## config.mk

```make
export PLATFORM = sky130hd
export DESIGN_NAME = svc_req_arbiter
export DESIGN_NICKNAME = d
export VERILOG_FILES = /design/src/rtl/svc_arb_pkg.sv /design/src/rtl/svc_req_capture.sv /design/src/rtl/svc_prio_resolve.sv /design/src/rtl/svc_settle_timer.sv /design/src/rtl/svc_reset_seq.sv /design/src/rtl/svc_req_arbiter.sv
export SDC_FILE = /design/constraint.sdc
export NUM_CORES = 1
export LEC_CHECK = 0
export ABC_AREA = 1
export ABC_CLOCK_PERIOD_IN_PS = 1500
export CORE_MARGIN = 10
export CORE_UTILIZATION = 47
export CTS_BUF_LIST = sky130_fd_sc_hd__clkbuf_16
export DETAILED_ROUTE_END_ITERATION = 16
export PLACE_DENSITY = 0.76
export SETUP_SLACK_MARGIN = 0.2
export SLEW_MARGIN = 40
export SYNTH_ARGS = -nofsm -noshare
export SYNTH_HDL_FRONTEND = slang
export SYNTH_HIERARCHICAL = 1
export SYNTH_SLANG_ARGS = --single-unit
export TNS_END_PERCENT = 5
```

## constraint.sdc

```tcl
create_clock -name clk -period 1.5 [get_ports clk]
set_input_delay 0.3 -clock clk [delete_from_list [all_inputs] [get_ports clk]]
set_output_delay 0.3 -clock clk [all_outputs]
set_load 0.005 [all_outputs]
```

## src/rtl/svc_arb_pkg.sv

```systemverilog
package svc_arb_pkg;

    localparam int NUM_IRQ = 4;
    localparam int NUM_SRC = NUM_IRQ + 2;

    // Packed so that bit position equals rank: MSB is the top source.
    typedef struct packed {
        logic               master_ddt;
        logic [NUM_IRQ-1:0] irq;
        logic               cpu_ddt;
    } src_vec_t;

    typedef enum logic [1:0] {
        ARB_IDLE   = 2'd0,
        ARB_SETTLE = 2'd1,
        ARB_GRANT  = 2'd2
    } arb_state_t;

    localparam logic [NUM_SRC-1:0] MASTER_ONEHOT = NUM_SRC'(1) << (NUM_SRC - 1);

    function automatic src_vec_t apply_mask(input src_vec_t raw,
                                            input logic [NUM_IRQ-1:0] blk);
        src_vec_t v;
        v     = raw;
        v.irq = raw.irq & ~blk;
        return v;
    endfunction

    function automatic logic any_src(input src_vec_t v);
        return |v;
    endfunction

endpackage

```

## src/rtl/svc_req_capture.sv

```systemverilog
module svc_req_capture
    import svc_arb_pkg::*;
(
    input  logic               clk,
    input  logic               rst,
    input  logic               mask_wr,
    input  logic [NUM_IRQ-1:0] mask_in,
    input  src_vec_t           raw_req,
    input  logic               load,
    input  logic               clear,
    output src_vec_t           eligible,
    output src_vec_t           cap_q
);

    logic [NUM_IRQ-1:0] mask_q;

    always_comb begin
        eligible = apply_mask(raw_req, mask_q);
    end

    always_ff @(posedge clk) begin
        if (rst) begin
            mask_q <= '0;
            cap_q  <= '0;
        end else begin
            if (mask_wr) begin
                mask_q <= mask_in;
            end
            if (load) begin
                cap_q <= eligible;
            end else if (clear) begin
                cap_q <= '0;
            end
        end
    end

    AST_MASKED_NOT_CAPTURED: assert property (@(posedge clk) disable iff (rst)
        load |=> ((cap_q.irq & $past(mask_q)) == '0));

endmodule

```

## src/rtl/svc_prio_resolve.sv

```systemverilog
module svc_prio_resolve
    import svc_arb_pkg::*;
(
    input  src_vec_t           req,
    output logic [NUM_SRC-1:0] win
);

    logic [NUM_SRC-1:0] flat;

    assign flat = req;

    genvar i;
    generate
        for (i = 0; i < NUM_SRC; i++) begin : g_rank
            if (i == NUM_SRC - 1) begin : g_top
                assign win[i] = flat[i];
            end else begin : g_lower
                assign win[i] = flat[i] & ~(|flat[NUM_SRC-1:i+1]);
            end
        end
    endgenerate

endmodule

```

## src/rtl/svc_settle_timer.sv

```systemverilog
module svc_settle_timer #(
    parameter int SETTLE_CYC = 2
) (
    input  logic clk,
    input  logic rst,
    input  logic start,
    output logic fire
);

    localparam int CNT_W = (SETTLE_CYC > 1) ? $clog2(SETTLE_CYC) : 1;
    localparam logic [CNT_W-1:0] LAST = CNT_W'(SETTLE_CYC - 1);

    logic             active;
    logic [CNT_W-1:0] cnt;

    always_ff @(posedge clk) begin
        if (rst) begin
            active <= 1'b0;
            cnt    <= '0;
        end else if (start) begin
            active <= 1'b1;
            cnt    <= '0;
        end else if (active) begin
            if (cnt == LAST) begin
                active <= 1'b0;
            end else begin
                cnt <= cnt + 1'b1;
            end
        end
    end

    assign fire = active && (cnt == LAST);

    AST_TIMER_RANGE: assert property (@(posedge clk) disable iff (rst)
        active |-> (cnt <= LAST));
    AST_FIRE_SINGLE: assert property (@(posedge clk) disable iff (rst)
        fire |=> !fire);

endmodule

```

## src/rtl/svc_reset_seq.sv

```systemverilog
module svc_reset_seq (
    input  logic clk,
    input  logic rst,
    output logic reset_done
);

    logic pend;

    always_ff @(posedge clk) begin
        if (rst) begin
            pend       <= 1'b1;
            reset_done <= 1'b0;
        end else begin
            reset_done <= pend;
            pend       <= 1'b0;
        end
    end

    AST_RESET_DONE_PULSE: assert property (@(posedge clk) disable iff (rst)
        reset_done |=> !reset_done);
    AST_RESET_DONE_FOLLOWS: assert property (@(posedge clk) disable iff (rst)
        $fell(rst) |=> reset_done);

endmodule

```

## src/rtl/svc_req_arbiter.sv

```systemverilog
module svc_req_arbiter
    import svc_arb_pkg::*;
#(
    parameter int SETTLE_CYC = 2
) (
    input  logic               clk,
    input  logic               rst,
    input  logic               req_master_ddt,
    input  logic [NUM_IRQ-1:0] req_irq,
    input  logic               req_cpu_ddt,
    input  logic               irq_mask_wr,
    input  logic [NUM_IRQ-1:0] irq_mask_in,
    input  logic               inhibit,
    input  logic               done,
    output logic               svc_strobe,
    output logic [NUM_SRC-1:0] grant_sel,
    output logic               no_irq_req,
    output logic               reset_done
);

    arb_state_t         state;
    src_vec_t           raw_req;
    src_vec_t           eligible;
    src_vec_t           cap_q;
    logic [NUM_SRC-1:0] win;
    logic               load;
    logic               clear;
    logic               fire;

    always_comb begin
        raw_req.master_ddt = req_master_ddt;
        raw_req.irq        = req_irq;
        raw_req.cpu_ddt    = req_cpu_ddt;
    end

    assign load  = (state == ARB_IDLE) && !inhibit && any_src(eligible);
    assign clear = (state == ARB_GRANT) && done;

    svc_req_capture u_capture (
        .clk      (clk),
        .rst      (rst),
        .mask_wr  (irq_mask_wr),
        .mask_in  (irq_mask_in),
        .raw_req  (raw_req),
        .load     (load),
        .clear    (clear),
        .eligible (eligible),
        .cap_q    (cap_q)
    );

    svc_prio_resolve u_resolve (
        .req (cap_q),
        .win (win)
    );

    svc_settle_timer #(
        .SETTLE_CYC (SETTLE_CYC)
    ) u_timer (
        .clk   (clk),
        .rst   (rst),
        .start (load),
        .fire  (fire)
    );

    svc_reset_seq u_rstseq (
        .clk        (clk),
        .rst        (rst),
        .reset_done (reset_done)
    );

    always_ff @(posedge clk) begin
        if (rst) begin
            state      <= ARB_IDLE;
            svc_strobe <= 1'b0;
            grant_sel  <= '0;
        end else begin
            svc_strobe <= load;
            unique case (state)
                ARB_IDLE: begin
                    if (load) begin
                        state <= ARB_SETTLE;
                    end
                end
                ARB_SETTLE: begin
                    if (fire) begin
                        state     <= ARB_GRANT;
                        grant_sel <= win;
                    end
                end
                ARB_GRANT: begin
                    if (done) begin
                        state     <= ARB_IDLE;
                        grant_sel <= '0;
                    end
                end
                default: begin
                    state <= ARB_IDLE;
                end
            endcase
        end
    end

    assign no_irq_req = (state != ARB_IDLE) || inhibit;

    AST_SEL_ONEHOT: assert property (@(posedge clk) disable iff (rst)
        $onehot0(grant_sel));
    AST_STROBE_SINGLE: assert property (@(posedge clk) disable iff (rst)
        svc_strobe |=> !svc_strobe);
    AST_MASTER_EXCLUSIVE: assert property (@(posedge clk) disable iff (rst)
        (fire && cap_q.master_ddt) |=> (grant_sel == MASTER_ONEHOT));
    AST_SEL_QUIET_AT_STROBE: assert property (@(posedge clk) disable iff (rst)
        svc_strobe |-> (grant_sel == '0));
    AST_SEL_HOLD: assert property (@(posedge clk) disable iff (rst)
        ((|grant_sel) && !done) |=> (grant_sel == $past(grant_sel)));
    AST_SEL_RELEASE: assert property (@(posedge clk) disable iff (rst)
        ((|grant_sel) && done) |=> (grant_sel == '0));
    AST_INHIBIT_BLOCKS: assert property (@(posedge clk) disable iff (rst)
        inhibit |=> !svc_strobe);

endmodule

```

Yosys cells after proc, flatten, opt, wreduce, memory -nomap -nowiden --
Index checks and enable logic that the tools add are counted.
Storage, ports and cells: register bits after elaboration 23, latch bits 0, bits in writable memories 0, memory bits (read-only) 0, input bits 15, output and inout port bits 9, logic and storage cells 61, memories kept 0
Cells by class: $add $sub $neg 1, multiply operators 0, divide/modulo/power cells 0, $lt $le $gt $ge 0, equal/unequal tests 5, shifts and indexed selects 0, mux-type cells 14, bitwise logic cells 12, reductions and logical operators 18
Operators by type and width (number):
- two-way mux 6 bit | 4
- case mux 6 bit (2 select lines) | 1
- two-way mux 2 bit | 3
- inequality test 2 bit (second input constant) | 3
- case mux 2 bit (3 select lines) | 1
- AND reduction 3 bit | 2
- nonzero test 2 bit | 3
- OR reduction 6 bit | 1
- AND 1 bit | 5
- two-way mux 1 bit | 5
- NOT 1 bit | 5
- OR reduction 5 bit | 1
- AND 4 bit | 1
- logical AND 1 bit | 4
- NOT 4 bit | 1
- OR reduction 2 bit | 2
- OR reduction 4 bit | 1
- OR reduction 3 bit | 1
- equality test 2 x 1 -> 1 bit (second input constant) | 1
- equality test 2 bit (second input constant) | 1
- logical NOT 2 bit | 1
- adder 1 bit (second input constant) | 1
- logical NOT 1 bit | 1
- logical OR 1 bit | 1

Logic depth before layout (Yosys ltp) --
Gate-level depths: netlist (run 1).
depth in word-level cells 6, gate-level depth with buffers 9, mapped depth without buffers 9

Modules after synthesis --
The synthesis (run 1) kept the hierarchy.
By module, submodules not included:
- svc_req_capture | times used 1, cells each 57, area each 409.1 sq um, sequential area each 200.2 sq um
- svc_req_arbiter | times used 1, cells each 50, area each 379.1 sq um, sequential area each 180.2 sq um
- svc_settle_timer | times used 1, cells each 10, area each 81.3 sq um, sequential area each 40.0 sq um
- svc_prio_resolve | times used 1, cells each 14, area each 65.1 sq um, sequential area each 0.0 sq um
- svc_reset_seq | times used 1, cells each 4, area each 50.0 sq um, sequential area each 40.0 sq um

Worst setup path before layout (run 1) --
OpenSTA, ideal clock, no wires.
kind flip-flop to flip-flop, from reg state[0], to reg, netlist name u_capture/cap_q[5], setup time 132 ps, arrival time 1093 ps, data required time 1368 ps, slack 274 ps, stages on the path, launching flop included 7, buffers on the path 0, clock period less this slack 1226 ps, cell sequence dfxtp_1 nor3_1 nand2_1 inv_1 nor2_4 nand2_1 a21oi_1
On the way: longest elaborated chain between the ends 4, elaborated cells on any way between the ends 7, classes of those cells eq/ne (1); mux (1); reduce/logical (5)
Ends and longest elaborated chain:
- start: declaration | line svc_req_arbiter.sv:21 | arb_state_t state;
- start signal: assignment | line svc_req_arbiter.sv:73 | state <= ARB_IDLE;
- start signal: assignment | line svc_req_arbiter.sv:81 | state <= ARB_SETTLE;
- start signal: assignment | line svc_req_arbiter.sv:86 | state <= ARB_GRANT;
- logical NOT 2 bit * | line svc_req_arbiter.sv:36 | assign load = (state == ARB_IDLE) && !inhibit && any_src(eligible);
- logical AND 1 bit * (2 in a row) | line svc_req_arbiter.sv:36
- net load | line svc_req_arbiter.sv:26 | logic load;
- two-way mux 6 bit / nonzero test 2 bit (equally long branches)
Mark *: on every way through the listed nets, which the timed path passes. The rest lies on a longest branch. A chain may end at the register's enable or synchronous reset.

Worst setup path in the final report (run 1) --
from reg grant_sel[1], to out grant_sel[1]
RTL lines:
- start: declaration | line svc_req_arbiter.sv:16 | output logic [NUM_SRC-1:0] grant_sel,
- start signal: assignment | line svc_req_arbiter.sv:87 | grant_sel <= win;
No word-level cell between the ends.

==> results of run 1 <==
[repair_timing]
item,CTS,global route
endpoints found under the setup margin,17,16
pin swaps,1,13
gates resized for setup,7,9
[path summary, 6_finish.rpt]
kind | start | endpoint | slack, ns | depth (start not counted)
setup / recovery | grant_sel[1] | grant_sel[1] | 0.09 | 1
hold / removal | req_irq[1] | u_capture/cap_q[2] | 0.36 | 3
setup reg to reg | state[1] | u_capture/cap_q[1] | 0.27 | 7
hold reg to reg | u_rstseq/pend | u_rstseq/reset_done | 0.44 | 2
[power groups by stage]
stage / Combinational [uW] / Clock (uW) / Sequential (uW)
6_report: 193 / 571 / 663
3_3_place_gp: 186 / 0 / 674
4_1_cts: 191 / 583 / 663
5_1_grt: 216 / 608 / 667
3_5_place_dp: 191 / 0 / 676
2_1_floorplan: 100 / 0 / 675
[cell usage after synthesis]
cell	count	share of area
nand2_1	28	0.11
a21oi_1	17	0.086
nor2_2	3	0.019
inv_1	22	0.084
nand3_4	1	0.018
buf_4	3	0.023
nand3b_1	1	0.0076
nand2_2	1	0.0064
nor3_2	1	0.010
nor2_4	1	0.011
clkbuf_1	2	0.0076
nand3_1	13	0.066
dfxtp_1	23	0.47
inv_2	2	0.0076
a21oi_2	1	0.0089
nor3_1	2	0.010
nor2_1	13	0.050
nand3_2	1	0.010
[metrics by stage]
stage                     hold WS (ns)  setup WS (ns)  cells
final                           0.3607        0.09321    191
after global routing            0.3802        0.08053    191
after CTS                       0.4397        0.07997    191
after detailed placement        0.4323        -0.1968    187
after floorplan                 0.3277         0.2743    135
after global placement          0.4039        -0.1985    187
[logic make-up (layout without fill, tap and decap cells)]
kind of cell,after synthesis,count (layout)
and+or+nand+nor,65,65
buffers and inverters,29,58
DFF,23,23
AOI/OAI and AO/OA,18,18
[registers in the layout, indices dropped and copies added, names as in the netlist, 2 cells and up]
signal            count
u_capture/cap_q       6
state                 2
grant_sel             6
u_capture/mask_q      4
[final cells by class]
type	instances	area [sq um]	share of cell area
clock buffer	3	75.07	0.05460
timing repair buffer	30	296.5	0.2157
inverter	24	90.09	0.06551
sequential	23	461.7	0.3358
multi-input combinational	83	412.9	0.3003
tap	27	33.78	0.02457
clock inverter	1	5.005	0.003640
[metal layers]
metal  part of all wire  track usage
met5                  0            0
met4             0.0059      0.04813
met3              0.051      0.03220
met2               0.51       0.1860
met1               0.44       0.1096
==> results_dict.tcl, run 1 <==
set metrics [dict create \
    ios 24 \
    comb_power_share 0.136 \
    grt_usage 0.1047 \
    fillers 168 \
    nets 180 \
    mostFrequentLayoutCells "nand2_1, dfxtp_1, inv_1, a21oi_1, clkdlybuf4s50_1" \
    hold_buffers 0 \
    cts_tree "built" \
    wl_um 2207 \
    drtPass1Iterations 4 \
    irDropWorstVdd_mv 0.6995 \
    grt_pass1_vias 883 \
    portBuffers 23 \
    h-tree-depth 1 \
    clk_pin_slew_worst_paths_ns 0.06 \
    setup-tns-final_ns 0 \
    net-switching-power_uw 327.9 \
    grt_start_max_net_pins 15 \
    ys_seq_area_frac 0.4676 \
    fin_util 0.6938 \
    clockRootBuffer "clkbuf_16" \
    critical_path.max_stage_delay_ns 0.52 \
    hold_class "in -> reg" \
    clock_latency_ns 0.25 \
    numCtsBuffers 3 \
    drt-initial-drc-count 25 \
    synth-xor-area-share 0 \
    synth_mux_area_frac 0 \
    synth_nets 150 \
    final_common_cell "nand2_1" \
    ant_nets 0 \
    antenna_found_initial 0 \
    die-height_um 65.77 \
    postSynthCellCount 135 \
    grt_pass1_wl_um 3622 \
    fin_area_sq_um 1375 \
    clock_sinks 23 \
    slowest_stage "clkdlybuf4s50_1" \
    slew_viol_final 0 \
    synth-seq-cells 23 \
    synth_warnings 6 \
    status "complete, no violations" \
    tightest_slew_ns 0.1891 \
    gr-total-overflow 0 \
    clkPwrFrac 0.400 \
    rows 16 \
    die_w_um 65.77 \
    drive_gt1_frac 0.1646 \
    cts_buffer_depth 2 \
    finalHoldViolations 0 \
    clock_skew_ns 0.003900 \
    place.gp.congestion 0.7796 \
    fin_crit_sh 0.9379 \
    vias 883 \
    max_freq_ghz 0.7108 \
    start_kind "flop" \
    drc 0 \
    crit_fanout 2 \
    power_density_nw_per_um2 1038 \
    worstPathRequired_ns 1.20 \
    vias_per_cell 4.623 \
    synth_top_family_by_area "simple AND/OR/NAND/NOR gates" \
    antennaDiodeCount 0 \
    crit_arrival_ns 1.11 \
    synthToLayoutAreaGrowth_pct 39.64 \
    netlist_area_sq_um 984.7 \
    dpl_cell_area_sq_um 1271 \
    syn_avg_cell_area_sq_um 7.294 \
    crit_type "reg -> out" \
    ys_types 18 \
    pwr-share-seq 0.464 \
    dp.final_hpwl_um 1614 \
    p_int_uw 1099 \
    worstPathCellList "clkdlybuf4s50_1" \
    path_delay_family "buffers and inverters" \
    synthAdderAreaFrac 0 \
    setup_violations 0 \
    slew_headroom 0.8737 \
    synth_compound_area_frac 0.09530 \
    routedWlPerCell_um 11.55 \
    report.power.total_uw 1427 \
    die_area_sq_um 4326 \
    cp-end-kind "output pin" \
    rsz0062_at_grt "true" \
    synth-simple-area-share 0.3151 \
    max_cap_viol_count 0 \
    cts_setup_buffers 0 \
    swShare 0.2297 \
    start_util 0.4968 \
    critPathBufInv 1 \
    min_period_ns 1.407 \
    power.leakage_uw 0.0006354 \
    core_sq_um 1982 \
]
(Power assumes the default switching activity.)
==> inputs of run 2 (changes only) <==
- CORE_MARGIN: 10 -> 2
==> results_dict.tcl, run 2 (synthesis results as in run 1) <==
set metrics [dict create \
    hold_buffers 0 \
    worstPathRequired_ns 1.20 \
    reg2reg_depth 8 \
    dpl_cell_area_sq_um 1271 \
    rows 16 \
    mostFrequentLayoutCells "nand2_1, inv_1, dfxtp_1, a21oi_1, clkdlybuf4s50_1" \
    nets 183 \
    routedWlPerCell_um 10.81 \
    grt_usage 0.1840 \
    cp-end-kind "output pin" \
    antenna_found_initial 0 \
    layout.cells.non_filler 194 \
    max_freq_ghz 0.7267 \
    drive_gt1_frac 0.1916 \
    grt_start_max_net_pins 13 \
    critical_path.max_stage_delay_ns 0.50 \
    max_cap_viol_count 0 \
    setup_violations 0 \
    setup-tns-final_ns 0 \
    drc 0 \
    finalHoldViolations 0 \
    clk_pin_slew_worst_paths_ns 0.06 \
    top_regs "grant_sel (6), u_capture/cap_q (6), u_capture/mask_q (4)" \
    portBuffers 23 \
    drt-initial-drc-count 17 \
    crit_fanout 2 \
    worstPathCellList "clkdlybuf4s50_1" \
    critPathBufInv 1 \
    clock_latency_ns 0.25 \
    rsz0062_at_grt "true" \
    final_common_cell "nand2_1" \
    slowest_stage "clkdlybuf4s50_1" \
    wl_um 2098 \
    crit_cells 1 \
    grt_pass1_wl_um 3505 \
    slew_headroom 0.8303 \
    power_density_nw_per_um2 1012 \
    die_area_sq_um 2477 \
    r2r_end "u_capture/cap_q[4]" \
    clockRootBuffer "clkbuf_16" \
    postLayoutSetupSlackWorst_ns 0.1238 \
    hold_class "in -> reg" \
    die-height_um 49.77 \
    core_sq_um 1962 \
    report.power.total_uw 1424 \
    die_w_um 49.77 \
    path_delay_family "buffers and inverters" \
    clock_skew_ns 0.001574 \
    slew_viol_final 0 \
    crit_type "reg -> out" \
    vias_per_cell 4.675 \
    start_kind "flop" \
    start_util 0.5019 \
    place.gp.congestion 0.7492 \
    antennaDiodeCount 0 \
    crit_arrival_ns 1.08 \
    crit_path_end "grant_sel[1]" \
    gr-total-overflow 0 \
    synthToLayoutAreaGrowth_pct 42.95 \
    tightest_slew_ns 0.2537 \
    ant_nets 0 \
    drtPass1Iterations 4 \
    ios 24 \
    vias 907 \
    pre_cts_ws_ns -0.2283 \
    fin_crit_sh 0.9174 \
    cts_tree "built" \
    cp-startpoint "grant_sel[1]" \
    h-tree-depth 1 \
    power.leakage_uw 0.0006387 \
    fin_area_sq_um 1408 \
    clock_sinks 23 \
    numCtsBuffers 3 \
    cts_buffer_depth 2 \
    irDropWorstVdd_mv 0.7276 \
    dp.final_hpwl_um 1465 \
    min_period_ns 1.376 \
    status "complete, no violations" \
    r2r_slack_ns 0.16 \
    grt_pass1_vias 852 \
    r2r-start "state[1]" \
    dp.cells 187 \
]
-- run 2: cell count changes in the layout (fill, tap and decap cells not counted), moves of 2 or more --
| cell | before | now |
|---|---|---|
| buf_4 | 5 | 9 |
| clkdlybuf4s50_1 | 16 | 14 |
| dlygate4sd2_1 | 1 | 5 |
| dlymetal6s2s_1 | 5 | 3 |
| nand2_1 | 28 | 25 |
| nand2_2 | 1 | 4 |
-- run 2: per-stage QoR --
| step | util | hold slack [ns] |
|---|---|---|
| detailed placement | 0.6480 | 0.4163 |
| global route | 0.7175 | 0.3753 |
| finish | 0.7175 | 0.3540 |
| floorplan | - | 0.3277 |
| CTS | 0.6964 | 0.4321 |
| global placement | 0.6480 | 0.4029 |
-- run 2: worst min-delay path by stage --
| stage | start | endpoint | slack (ns) | cells past startpoint |
|---|---|---|---|---|
| after floorplan | rst | u_rstseq/pend | 0.33 | 0 |
| after global placement | u_rstseq/pend | u_rstseq/reset_done | 0.40 | 2 |
| after detailed placement | u_rstseq/pend | u_rstseq/reset_done | 0.42 | 2 |
| after CTS | u_rstseq/pend | u_rstseq/reset_done | 0.43 | 2 |
| after global routing | req_master_ddt | u_capture/cap_q[5] | 0.38 | 3 |
| final | req_master_ddt | u_capture/cap_q[5] | 0.35 | 3 |
-- run 2: repair_timing --
action | CTS | global route
endpoints found under the setup margin | 17 | 18
buffers inserted | 2 | 1
resized for setup | 9 | 12
pin swaps | 8 | 7
hold endpoints to repair | 0 | 0
-- run 2: layout make-up --
type | count | area (sq um)
Fill cell | 177 | 554.3
Sequential cell | 23 | 464.2
Multi-Input combinational cell | 83 | 430.4
Timing Repair Buffer | 33 | 310.3
Inverter | 24 | 90.09
Clock buffer | 3 | 75.07
Tap cell | 27 | 33.78
Clock inverter | 1 | 3.754
-- run 2: per-layer routing --
metal | wire [um] | global-route usage
met5 | 0 | 0
met4 | 12 | 0.1250
met2 | 1109 | 0.3267
met1 | 916 | 0.2049
met3 | 60 | 0.01818
-- run 2: report_power, final --
group	switching (uW)	leakage, uW	total, uW	internal (uW)
clock	203	0.0000423	558	355
combinational	99.3	0.000407	202	103
sequential	23.9	0.000189	664	640
total	326	0.000639	1420	1100
==> inputs of run 3 (changes only) <==
- GPL_ROUTABILITY_DRIVEN: default -> 1
==> results of run 3 <==
The final DEF is identical to that of run 2; final timing and power are the same.
